`config.mk`:
```
export PLATFORM = sky130hd
export DESIGN_NAME = rx_byte_ring
export DESIGN_NICKNAME = d
export VERILOG_FILES = /design/src/rtl/rx_ring_pkg.sv /design/src/rtl/ring_ptr.sv /design/src/rtl/ring_store.sv /design/src/rtl/fill_ctr.sv /design/src/rtl/rts_hyst.sv /design/src/rtl/rx_byte_ring.sv
export SDC_FILE = /design/constraint.sdc
export NUM_CORES = 1
export LEC_CHECK = 0
export BUFFER_PORTS_ARGS = -buffer_cell sky130_fd_sc_hd__buf_2
export CORE_ASPECT_RATIO = 0.5
export CORE_MARGIN = 3
export CORE_UTILIZATION = 30
export CTS_BUF_LIST = sky130_fd_sc_hd__clkbuf_4 sky130_fd_sc_hd__clkbuf_8 sky130_fd_sc_hd__clkbuf_16
export DETAILED_ROUTE_END_ITERATION = 16
export HOLD_SLACK_MARGIN = 0.1
export PLACE_DENSITY_LB_ADDON = 0.25
export SYNTH_ARGS = -nofsm -noshare
export SYNTH_HDL_FRONTEND = slang
export SYNTH_SLANG_ARGS = --single-unit
```
`constraint.sdc`:
```
create_clock -name clk -period 3.5 [get_ports clk]
set_input_delay 0.525 -clock clk [delete_from_list [all_inputs] [get_ports clk]]
set_output_delay 0.525 -clock clk [all_outputs]
set_load 0.005 [all_outputs]
```
`src/rtl/rx_ring_pkg.sv`:
```
package rx_ring_pkg;
  typedef enum logic {
    FLOW_HOLD = 1'b0,
    FLOW_GO   = 1'b1
  } flow_e;
endpackage

```
`src/rtl/ring_ptr.sv`:
```
module ring_ptr #(
  parameter int DEPTH = 32,
  localparam int AW = $clog2(DEPTH)
) (
  input  logic          clk,
  input  logic          rst_n,
  input  logic          flush,
  input  logic          adv,
  output logic [AW-1:0] ptr
);
  logic [AW-1:0] ptr_nxt;

  always_comb begin
    ptr_nxt = ptr;
    if (flush)
      ptr_nxt = '0;
    else if (adv)
      ptr_nxt = (ptr == AW'(DEPTH - 1)) ? '0 : ptr + 1'b1;
  end

  always_ff @(posedge clk or negedge rst_n)
    if (!rst_n) ptr <= '0;
    else        ptr <= ptr_nxt;
endmodule

```
`src/rtl/ring_store.sv`:
```
module ring_store #(
  parameter int DEPTH = 32,
  parameter int DW    = 8,
  localparam int AW = $clog2(DEPTH)
) (
  input  logic          clk,
  input  logic          we,
  input  logic [AW-1:0] waddr,
  input  logic [DW-1:0] wdata,
  input  logic [AW-1:0] raddr,
  output logic [DW-1:0] rdata
);
  logic [DW-1:0] mem [DEPTH];

  always_ff @(posedge clk)
    if (we) mem[waddr] <= wdata;

  assign rdata = mem[raddr];
endmodule

```
`src/rtl/fill_ctr.sv`:
```
module fill_ctr #(
  parameter int DEPTH = 32,
  localparam int CW = $clog2(DEPTH + 1)
) (
  input  logic          clk,
  input  logic          rst_n,
  input  logic          flush,
  input  logic          wr_stb,
  input  logic          rd_stb,
  output logic          push_ok,
  output logic          pop_ok,
  output logic [CW-1:0] cnt,
  output logic [CW-1:0] cnt_nxt,
  output logic          drop_q
);
  logic full, empty, drop_nxt;

  assign full     = (cnt == CW'(DEPTH));
  assign empty    = (cnt == '0);
  assign push_ok  = !flush && wr_stb && !full;
  assign pop_ok   = !flush && rd_stb && !empty;
  assign drop_nxt = !flush && wr_stb && full;

  always_comb begin
    cnt_nxt = cnt;
    if (flush)
      cnt_nxt = '0;
    else if (push_ok && !pop_ok)
      cnt_nxt = cnt + 1'b1;
    else if (pop_ok && !push_ok)
      cnt_nxt = cnt - 1'b1;
  end

  always_ff @(posedge clk or negedge rst_n)
    if (!rst_n) begin
      cnt    <= '0;
      drop_q <= 1'b0;
    end else begin
      cnt    <= cnt_nxt;
      drop_q <= drop_nxt;
    end


  no_overflow_chk: assert property (@(posedge clk) disable iff (!rst_n)
    cnt <= CW'(DEPTH));

  full_discard_chk: assert property (@(posedge clk) disable iff (!rst_n)
    (cnt == CW'(DEPTH) && wr_stb && !rd_stb && !flush) |=> cnt == CW'(DEPTH));

  drop_cause_chk: assert property (@(posedge clk) disable iff (!rst_n)
    drop_q |-> ($past(wr_stb) && $past(cnt) == CW'(DEPTH)));

  empty_pop_chk: assert property (@(posedge clk) disable iff (!rst_n)
    (cnt == '0 && rd_stb && !wr_stb && !flush) |=> cnt == '0);

  both_strobe_chk: assert property (@(posedge clk) disable iff (!rst_n)
    (wr_stb && rd_stb && !flush && cnt != '0 && cnt != CW'(DEPTH)) |=> $stable(cnt));
endmodule

```
`src/rtl/rts_hyst.sv`:
```
module rts_hyst
  import rx_ring_pkg::*;
#(
  parameter int DEPTH   = 32,
  parameter int HI_MARK = 16,
  parameter int LO_MARK = 8,
  localparam int CW = $clog2(DEPTH + 1)
) (
  input  logic          clk,
  input  logic          rst_n,
  input  logic          flush,
  input  logic          fc_en,
  input  logic          push_ok,
  input  logic          pop_ok,
  input  logic [CW-1:0] cnt_nxt,
  output logic          rts
);
  flow_e st, st_nxt;

  always_comb begin
    st_nxt = st;
    if (flush || !fc_en)
      st_nxt = FLOW_GO;
    else if (push_ok && !pop_ok && cnt_nxt == CW'(HI_MARK))
      st_nxt = FLOW_HOLD;
    else if (pop_ok && !push_ok && cnt_nxt == CW'(LO_MARK))
      st_nxt = FLOW_GO;
  end

  always_ff @(posedge clk or negedge rst_n)
    if (!rst_n) st <= FLOW_GO;
    else        st <= st_nxt;

  assign rts = (st == FLOW_GO);


  fc_off_chk: assert property (@(posedge clk) disable iff (!rst_n)
    !fc_en |=> rts);
endmodule

```
`src/rtl/rx_byte_ring.sv`:
```
module rx_byte_ring #(
  parameter int DEPTH = 32,
  parameter int DW    = 8,
  localparam int AW      = $clog2(DEPTH),
  localparam int CW      = $clog2(DEPTH + 1),
  localparam int HI_MARK = DEPTH / 2,
  localparam int LO_MARK = DEPTH / 4
) (
  input  logic          clk,
  input  logic          rst_n,
  input  logic          flush,
  input  logic          fc_en,
  input  logic          wr_stb,
  input  logic [DW-1:0] wr_data,
  input  logic          rd_stb,
  output logic [DW-1:0] rd_data,
  output logic [CW-1:0] fill_cnt,
  output logic          has_data,
  output logic          drop_pulse,
  output logic          rts_ok
);
  logic          push_ok, pop_ok;
  logic [CW-1:0] cnt_nxt;
  logic [AW-1:0] head, tail;

  fill_ctr #(.DEPTH(DEPTH)) u_cnt (
    .clk(clk), .rst_n(rst_n), .flush(flush), .wr_stb(wr_stb), .rd_stb(rd_stb),
    .push_ok(push_ok), .pop_ok(pop_ok), .cnt(fill_cnt), .cnt_nxt(cnt_nxt),
    .drop_q(drop_pulse)
  );

  ring_ptr #(.DEPTH(DEPTH)) u_head (
    .clk(clk), .rst_n(rst_n), .flush(flush), .adv(push_ok), .ptr(head)
  );

  ring_ptr #(.DEPTH(DEPTH)) u_tail (
    .clk(clk), .rst_n(rst_n), .flush(flush), .adv(pop_ok), .ptr(tail)
  );

  ring_store #(.DEPTH(DEPTH), .DW(DW)) u_mem (
    .clk(clk), .we(push_ok), .waddr(head), .wdata(wr_data),
    .raddr(tail), .rdata(rd_data)
  );

  rts_hyst #(.DEPTH(DEPTH), .HI_MARK(HI_MARK), .LO_MARK(LO_MARK)) u_rts (
    .clk(clk), .rst_n(rst_n), .flush(flush), .fc_en(fc_en),
    .push_ok(push_ok), .pop_ok(pop_ok), .cnt_nxt(cnt_nxt), .rts(rts_ok)
  );

  assign has_data = (fill_cnt != '0);


  ptr_gap_chk: assert property (@(posedge clk) disable iff (!rst_n)
    AW'(head - tail) == fill_cnt[AW-1:0]);

  rts_fall_chk: assert property (@(posedge clk) disable iff (!rst_n)
    $fell(rts_ok) |-> fill_cnt == CW'(HI_MARK));

  rts_rise_chk: assert property (@(posedge clk) disable iff (!rst_n)
    ($rose(rts_ok) && $past(fc_en) && !$past(flush)) |-> fill_cnt == CW'(LO_MARK));

  flush_empty_chk: assert property (@(posedge clk) disable iff (!rst_n)
    flush |=> (fill_cnt == '0 && rts_ok && !drop_pulse));
endmodule

```
==> results.yml, run 1 <==
yosys:
  netlist_top_cells_area: "edfxtp_1 (68%), mux4_2 (16%), dfrtp_1 (3.8%), nor2_1 (1.4%), ha_1 (1.0%)"
  post-synth-top-count-cell: "edfxtp_1"
  fraction_of_registers_with_async_set_reset_pct: 6.57
  post_synth_inst_count: 565
  ys.warnings.count: 0
  synth.ff_latch_count: 274
  post-synth-top-area-fraction_pct: 68.5
  library_cells_used_by_synthesis: 53
  yosysSeqAreaShare_pct: 72.5
  synth_largest_area_cell: "edfxtp_1"
  number_of_synthesized_flops_with_an_enable_pin: 256
  mappedNetlistArea_um2: 11200
  synth_nets: 588
  avgSynthCellArea_um2: 19.9
  synth_ff_type: "edfxtp_1"
  netlist_top_cells_count: "edfxtp_1 (256), mux4_2 (80), nor2_1 (42)"
grt:
  antenna_violations_before_repair: 0
  first_global_vias: 5743
  grt_max_degree: 33
  first_pass_grt_wire_length_um: 38100
  grt_overflow_total: 0
  grt.total_usage_pct: 12.8
setup_path:
  timing_worst_setup_path_type: "reg -> out"
  worstSetupStartpointType: "register"
  reg2regPathDepth: 6
  critical_path.reg2reg.endpoint: "u_mem.mem[8][4]"
  crit_fanout: 28
  worst_ep_required_time_ns: 2.97
  timing.critical_path.to_type: "primary output"
  regToRegSetupSlack_ns: 0.55
  worstPathArrival_ns: 2.84
  timing.rr.start: "u_cnt.cnt[0]"
layout:
  area.sequential_um2: 8150
  fillerInstances: 3421
  finish.net_count: 637
  finalCoreUtilization_pct: 35.5
  layout-drive-gt1-share_pct: 30.8
  layout-area-overhead-vs-synth_pct: 15.0
  multi_input_comb_area_um2: 2880
  antenna_cells: 0
sta:
  rsz_0062_raised_after_global_routing: "false"
  layout_worst_path_cycle_share_pct: 96.2
  drv_slew: 0
  fmax_mhz: 297
  setup-violations-final: 0
  tightest_slew_ns: 1.23
  period_minus_slack_ns: 3.37
  timing_hold_violations_final: 0
  setup-tns-final_ns: 0
  max-slew-margin-rel_pct: 17.5
  clock_skew_ns: 0.00718
routing:
  drc_errors: 0
  drt-initial-drc-count: 555
  finalWirelength_um: 25100
  detail_route.first_pass.iterations: 6
  route.detailed.wl_per_inst_um: 22.4
  antenna_violating_nets_post_route: 0
  vias: 5581
  avgViaCountPerCell: 5.00
power_and_ir_drop:
  power_per_cell_area_nw_per_um2: 580
  power_leakage_nw: 4.02
  ir_worst_vdd_v: 0.000307
place:
  place.port_buffers: 30
  hpwlAfterDp_um: 16200
  place.gp.congestion: 0.789
clock_network:
  cts_tree: "yes"
  clk_pin_slew_worst_paths_ns: 0.06
  cts-htree-levels: 1
  clock_tree.root_cell: "clkbuf_16"
  cts-root-to-sink-buffers: 3
  cts_made_buffers: 27
  cts_num_sinks: 274
  insertion_delay_ns: 0.53
floorplanning:
  dieArea_um2: 39900
  core.rowCount: 49
  fp.coreArea_um2: 36400
  io_pins: 31
  floorplan.initialDensity_pct: 30.8
  chipHeight_um: 143
  fp.dieW_um: 280
run_status:
  outcome: "finished clean"
job:
  number_of_max_capacitance_violations_reported: 0
worst_hold_path:
  timing.hold.worst.start: "fc_en"
  whs_path_cells: 4
  holdPathEnd: "u_rts.rts"
  hp-class: "in -> reg"
timing repair:
action                                 in CTS  in global routing
buffers inserted                            1                  3
gates resized for setup                     1                  0
hold buffers                                1                  0
cloned                                      0                  0
endpoints found under the hold margin      17                  0
setup endpoints to repair                   8                  2
stage by stage:
stage	hold slack [ns]	area (µm²)	std cells	power (mW)	setup WS, ns
after CTS	0.358	12900	1114	7.57	0.0207
after floorplan	0.229	11200	565	4.41	0.767
after detailed placement	0.513	12000	1064	4.77	0.438
after global routing	0.426	12900	1117	7.79	0.0507
after global placement	0.515	12000	1064	4.77	0.418
final	0.390	12900	1117	7.49	0.131
layout by cell type (no fill, tap or decap), types with 2 or more instances in the layout:
cell / count
mux2_2: 10
o21ai_0: 9
nor2_1: 42
o31ai_1: 3
clkinv_1: 10
a21oi_1: 10
or3_1: 3
clkbuf_16: 27
edfxtp_1: 256
mux4_2: 80
nor2b_1: 2
nand3_1: 10
dfrtp_1: 14
ha_1: 9
bufinv_16: 2
o2111ai_1: 2
xnor2_1: 2
nand3b_1: 4
a31oi_1: 2
buf_12: 5
inv_1: 13
o211ai_1: 2
nor3b_1: 6
buf_2: 30
and3_1: 2
nand2_1: 14
buf_4: 15
o221ai_1: 2
dfrtp_4: 2
nand2b_1: 3
or3b_2: 3
o22ai_1: 2
nand4_1: 2
clkbuf_4: 7
state kept, by name, summed over array words and instances (netlist names):
signal and flops:
u_mem.mem 256, u_cnt.cnt 6, u_head.ptr 5, u_tail.ptr 5, u_cnt.drop_q 1, u_rts.rts 1
kinds of logic after synthesis:
family	share of synthesized area [%]
fa+ha+maj	1.00
mux	17.1
simple gates	4.95
compound gates	2.34
buf+inv	1.82
xor+xnor	0.234
flops	72.5
routing by layer:
metal  part of all wire, %  GRT usage (%)  routed length (µm)
met1                    45           17.9               11400
met2                    47           21.2               11800
met3                   5.2           2.21                1290
met4                   2.4           3.07                 595
met5                     0              0                   0
critical path, cell delays in order (launching register included):
cell     delay, ns
dfrtp_4       0.70
buf_12        0.27
mux4_2        0.37
mux4_2        0.52
mux2_2        0.30
buf_2         0.13
how the worst max path moves through the flow:
stage                        startpoint         end  slack (ns)  depth (start not counted)
after global placement    u_tail.ptr[0]  rd_data[6]        0.42                          5
final                     u_tail.ptr[1]  rd_data[6]        0.13                          5
after floorplan           u_tail.ptr[0]  rd_data[1]        0.77                          5
after CTS                 u_tail.ptr[0]  rd_data[6]        0.02                          5
after detailed placement  u_tail.ptr[0]  rd_data[6]        0.44                          5
after global routing      u_tail.ptr[1]  rd_data[3]        0.05                          5
layout make-up:
type / count / share of cell area [%]
flip-flops and latches: 274 / 63.1
multi-input cells: 246 / 22.3
clock buffers: 34 / 5.64
well taps: 484 / 4.69
repair buffers: 52 / 3.00
clock inverters: 14 / 0.862
inverters: 13 / 0.378
where the power goes:
group          internal (mW)  leakage [nW]  switching (mW)  total [mW]
sequential              3.62          2.54          0.0642        3.69
clock                   1.61         0.417            1.18        2.79
combinational          0.511          1.06           0.511        1.02
Note: power is estimated with default switching activity, not from simulation.
==> inputs of run 2 (changes only) <==
CORE_UTILIZATION = 51   (was 30)
SYNTH_HIERARCHICAL = 1   (was default)
==> results.yml, run 2 <==
layout:
  fillerInstances: 1471
  layout-area-overhead-vs-synth_pct: 14.4
  layout-drive-gt1-share_pct: 34.0
  finish.net_count: 639
  final_cell_mix: "edfxtp_1 (256), mux4_2 (80), nor2_1 (50), buf_4 (42), buf_2 (30)"
  layout_commonest_cell: "edfxtp_1"
  antenna_cells: 0
  registers_with_the_most_flip_flops: "u_mem/mem x256, u_cnt/cnt x6"
  finalCoreUtilization_pct: 60.6
  largest_register: "u_mem/mem"
  largest_reg_flops: 256
  stdcell_area_um2: 12700
clock_network:
  clock_tree.root_cell: "clkbuf_16"
  insertion_delay_ns: 0.51
  cts_tree: "yes"
  cts_num_sinks: 274
  clk_pin_slew_worst_paths_ns: 0.07
  cts_repair_resize_count: 0
  cts-htree-levels: 1
  cts_made_buffers: 24
  cts-root-to-sink-buffers: 3
routing:
  routed-wl-met2_um: 11100
  avgViaCountPerCell: 5.97
  drt-initial-drc-count: 603
  detail_route.first_pass.iterations: 5
  drc_errors: 0
  met3WireLength_um: 1430
  top_layer: "met4"
  drt-met1-wl_um: 10400
  vias: 5544
  antenna_violating_nets_post_route: 0
  route.detailed.wl_per_inst_um: 25.1
  finalWirelength_um: 23300
sta:
  final.setup.worst_slack_ns: 0.197
  drv_slew: 0
  period_minus_slack_ns: 3.30
  finalHoldWorstSlack_ns: 0.308
  setup-tns-final_ns: 0
  layout_worst_path_cycle_share_pct: 94.4
  rsz_0062_raised_after_global_routing: "false"
  max-slew-margin-rel_pct: 23.4
  clock_skew_ns: 0.0146
  tightest_slew_ns: 1.15
  timing_hold_violations_final: 0
  setup-violations-final: 0
  fmax_mhz: 303
yosys:
  netlist_top_cells_count: "edfxtp_1 (256), mux4_2 (80), nor2_1 (50)"
  ys.warnings.count: 6
  number_of_synthesized_flops_with_an_enable_pin: 256
  post-synth-top-count-cell: "edfxtp_1"
  yosysSeqAreaShare_pct: 73.3
  post_synth_inst_count: 537
  netlist_top_cells_area: "edfxtp_1 (69%), mux4_2 (16%), dfrtp_1 (3.8%), nor2_1 (1.7%), mux2_2 (0.81%)"
  library_cells_used_by_synthesis: 48
  mappedNetlistArea_um2: 11100
  avgSynthCellArea_um2: 20.7
  fraction_of_registers_with_async_set_reset_pct: 6.57
  synth.ff_latch_count: 274
  synth_ff_type: "edfxtp_1"
  post-synth-top-area-fraction_pct: 69.2
  synth_nets: 558
  synth_largest_area_cell: "edfxtp_1"
setup_path:
  crit_fanout: 21
  worstSetupStartpointType: "register"
  worstPathArrival_ns: 2.78
  timing_worst_setup_path_type: "reg -> out"
  worst_ep_required_time_ns: 2.97
  timing.critical_path.to_type: "primary output"
floorplanning:
  floorplan.initialDensity_pct: 53.0
  fp.dieW_um: 215
  core.rowCount: 37
  fp.coreArea_um2: 21000
  chipHeight_um: 110
  io_pins: 31
  dieArea_um2: 23700
grt:
  antenna_violations_before_repair: 0
  first_pass_grt_wire_length_um: 35000
  grt_overflow_total: 0
  first_global_vias: 5556
  grt.total_usage_pct: 20.3
  grt_max_degree: 33
place:
  place.port_buffers: 30
  dpl_worst_slack_ns: 0.460
  hpwlAfterDp_um: 14800
  place.gp.congestion: 0.804
  dpl-instance-area_um2: 11900
power_and_ir_drop:
  power_leakage_nw: 4.09
  power_per_cell_area_nw_per_um2: 578
  ir_worst_vdd_v: 0.000308
job:
  number_of_max_capacitance_violations_reported: 0
worst_hold_path:
  hp-class: "in -> reg"
run_status:
  outcome: "finished clean"
## run 2: cell types whose count changed after synthesis, sizes merged, moves of 4 or more
cell / previous run / this run
nor2: 42 / 50
nand2: 14 / 8
a21oi: 10 / 5
nor4bb: 0 / 4
inv: 13 / 6
nand3: 10 / 5
clkbuf: 19 / 8
nor3b: 6 / 2
mux2i: 1 / 7
## run 2: cells by family after synthesis
logic type | Yosys count | synth area share [%]
DFF | 274 | 73.3
and+or+nand+nor | 102 | 4.96
muxes | 97 | 17.9
buffers and inverters | 30 | 1.36
AOI/OAI and AO/OA | 25 | 1.61
adders and majority gates | 7 | 0.788
xor gates and xnor gates | 2 | 0.158
## run 2: repair_timing
item,4_1_cts,5_1_grt
setup endpoints to repair,8,3
pin swaps,0,0
buffers inserted,1,4
hold buffers,1,0
endpoints found under the hold margin,17,0
## run 2: layer usage
metal  track usage, %  vias up
li1                 -     2383
met1             29.9     2937
met2             32.7      191
met3             3.23       33
met4             4.60        0
met5                0        -
## run 2: stage by stage
stage / instances / power [mW]
3_5_place_dp: 878 / 4.80
3_3_place_gp: 878 / 4.79
4_1_cts: 924 / 7.39
2_1_floorplan: 537 / 4.50
5_1_grt: 928 / 7.63
6_report: 928 / 7.35
## run 2: cell type report
type                       count  area, µm²  area share (%)
tap                          292        365            2.87
sequential                   274       8140            64.1
timing repair buffer          79        587            4.62
inverter                       6       22.5           0.177
clock inverter                16        128            1.00
multi-input combinational    233       2820            22.2
clock buffer                  28        648            5.10
## run 2: worst paths after layout
check | startpoint | end | slack, ns | depth (start not counted)
worst max-delay path | u_tail/ptr[0] | rd_data[4] | 0.20 | 5
worst min-delay path | fc_en | u_rts/rts | 0.31 | 3
worst max register to register | u_cnt/cnt[0] | u_rts/rts | 0.50 | 9
worst min register to register | u_tail/ptr[1] | u_tail/ptr[1] | 0.68 | 2
max in group asynchronous | rst_n | u_tail/ptr[0] | 2.68 | 2
min in group asynchronous | rst_n | u_cnt/cnt[5] | 0.48 | 2
## run 2: power breakdown
group	switching, mW	internal (mW)	total, mW	leakage (nW)
logic	0.495	0.559	1.05	1.17
registers	0.0789	3.62	3.70	2.54
clock network	1.12	1.47	2.59	0.383
## run 2: critical path: stages, from the launching register on
cell and delay [ns]:
dfrtp_4 0.53, buf_12 0.23, mux4_2 0.51, mux4_2 0.52, mux2_2 0.31, buf_2 0.13
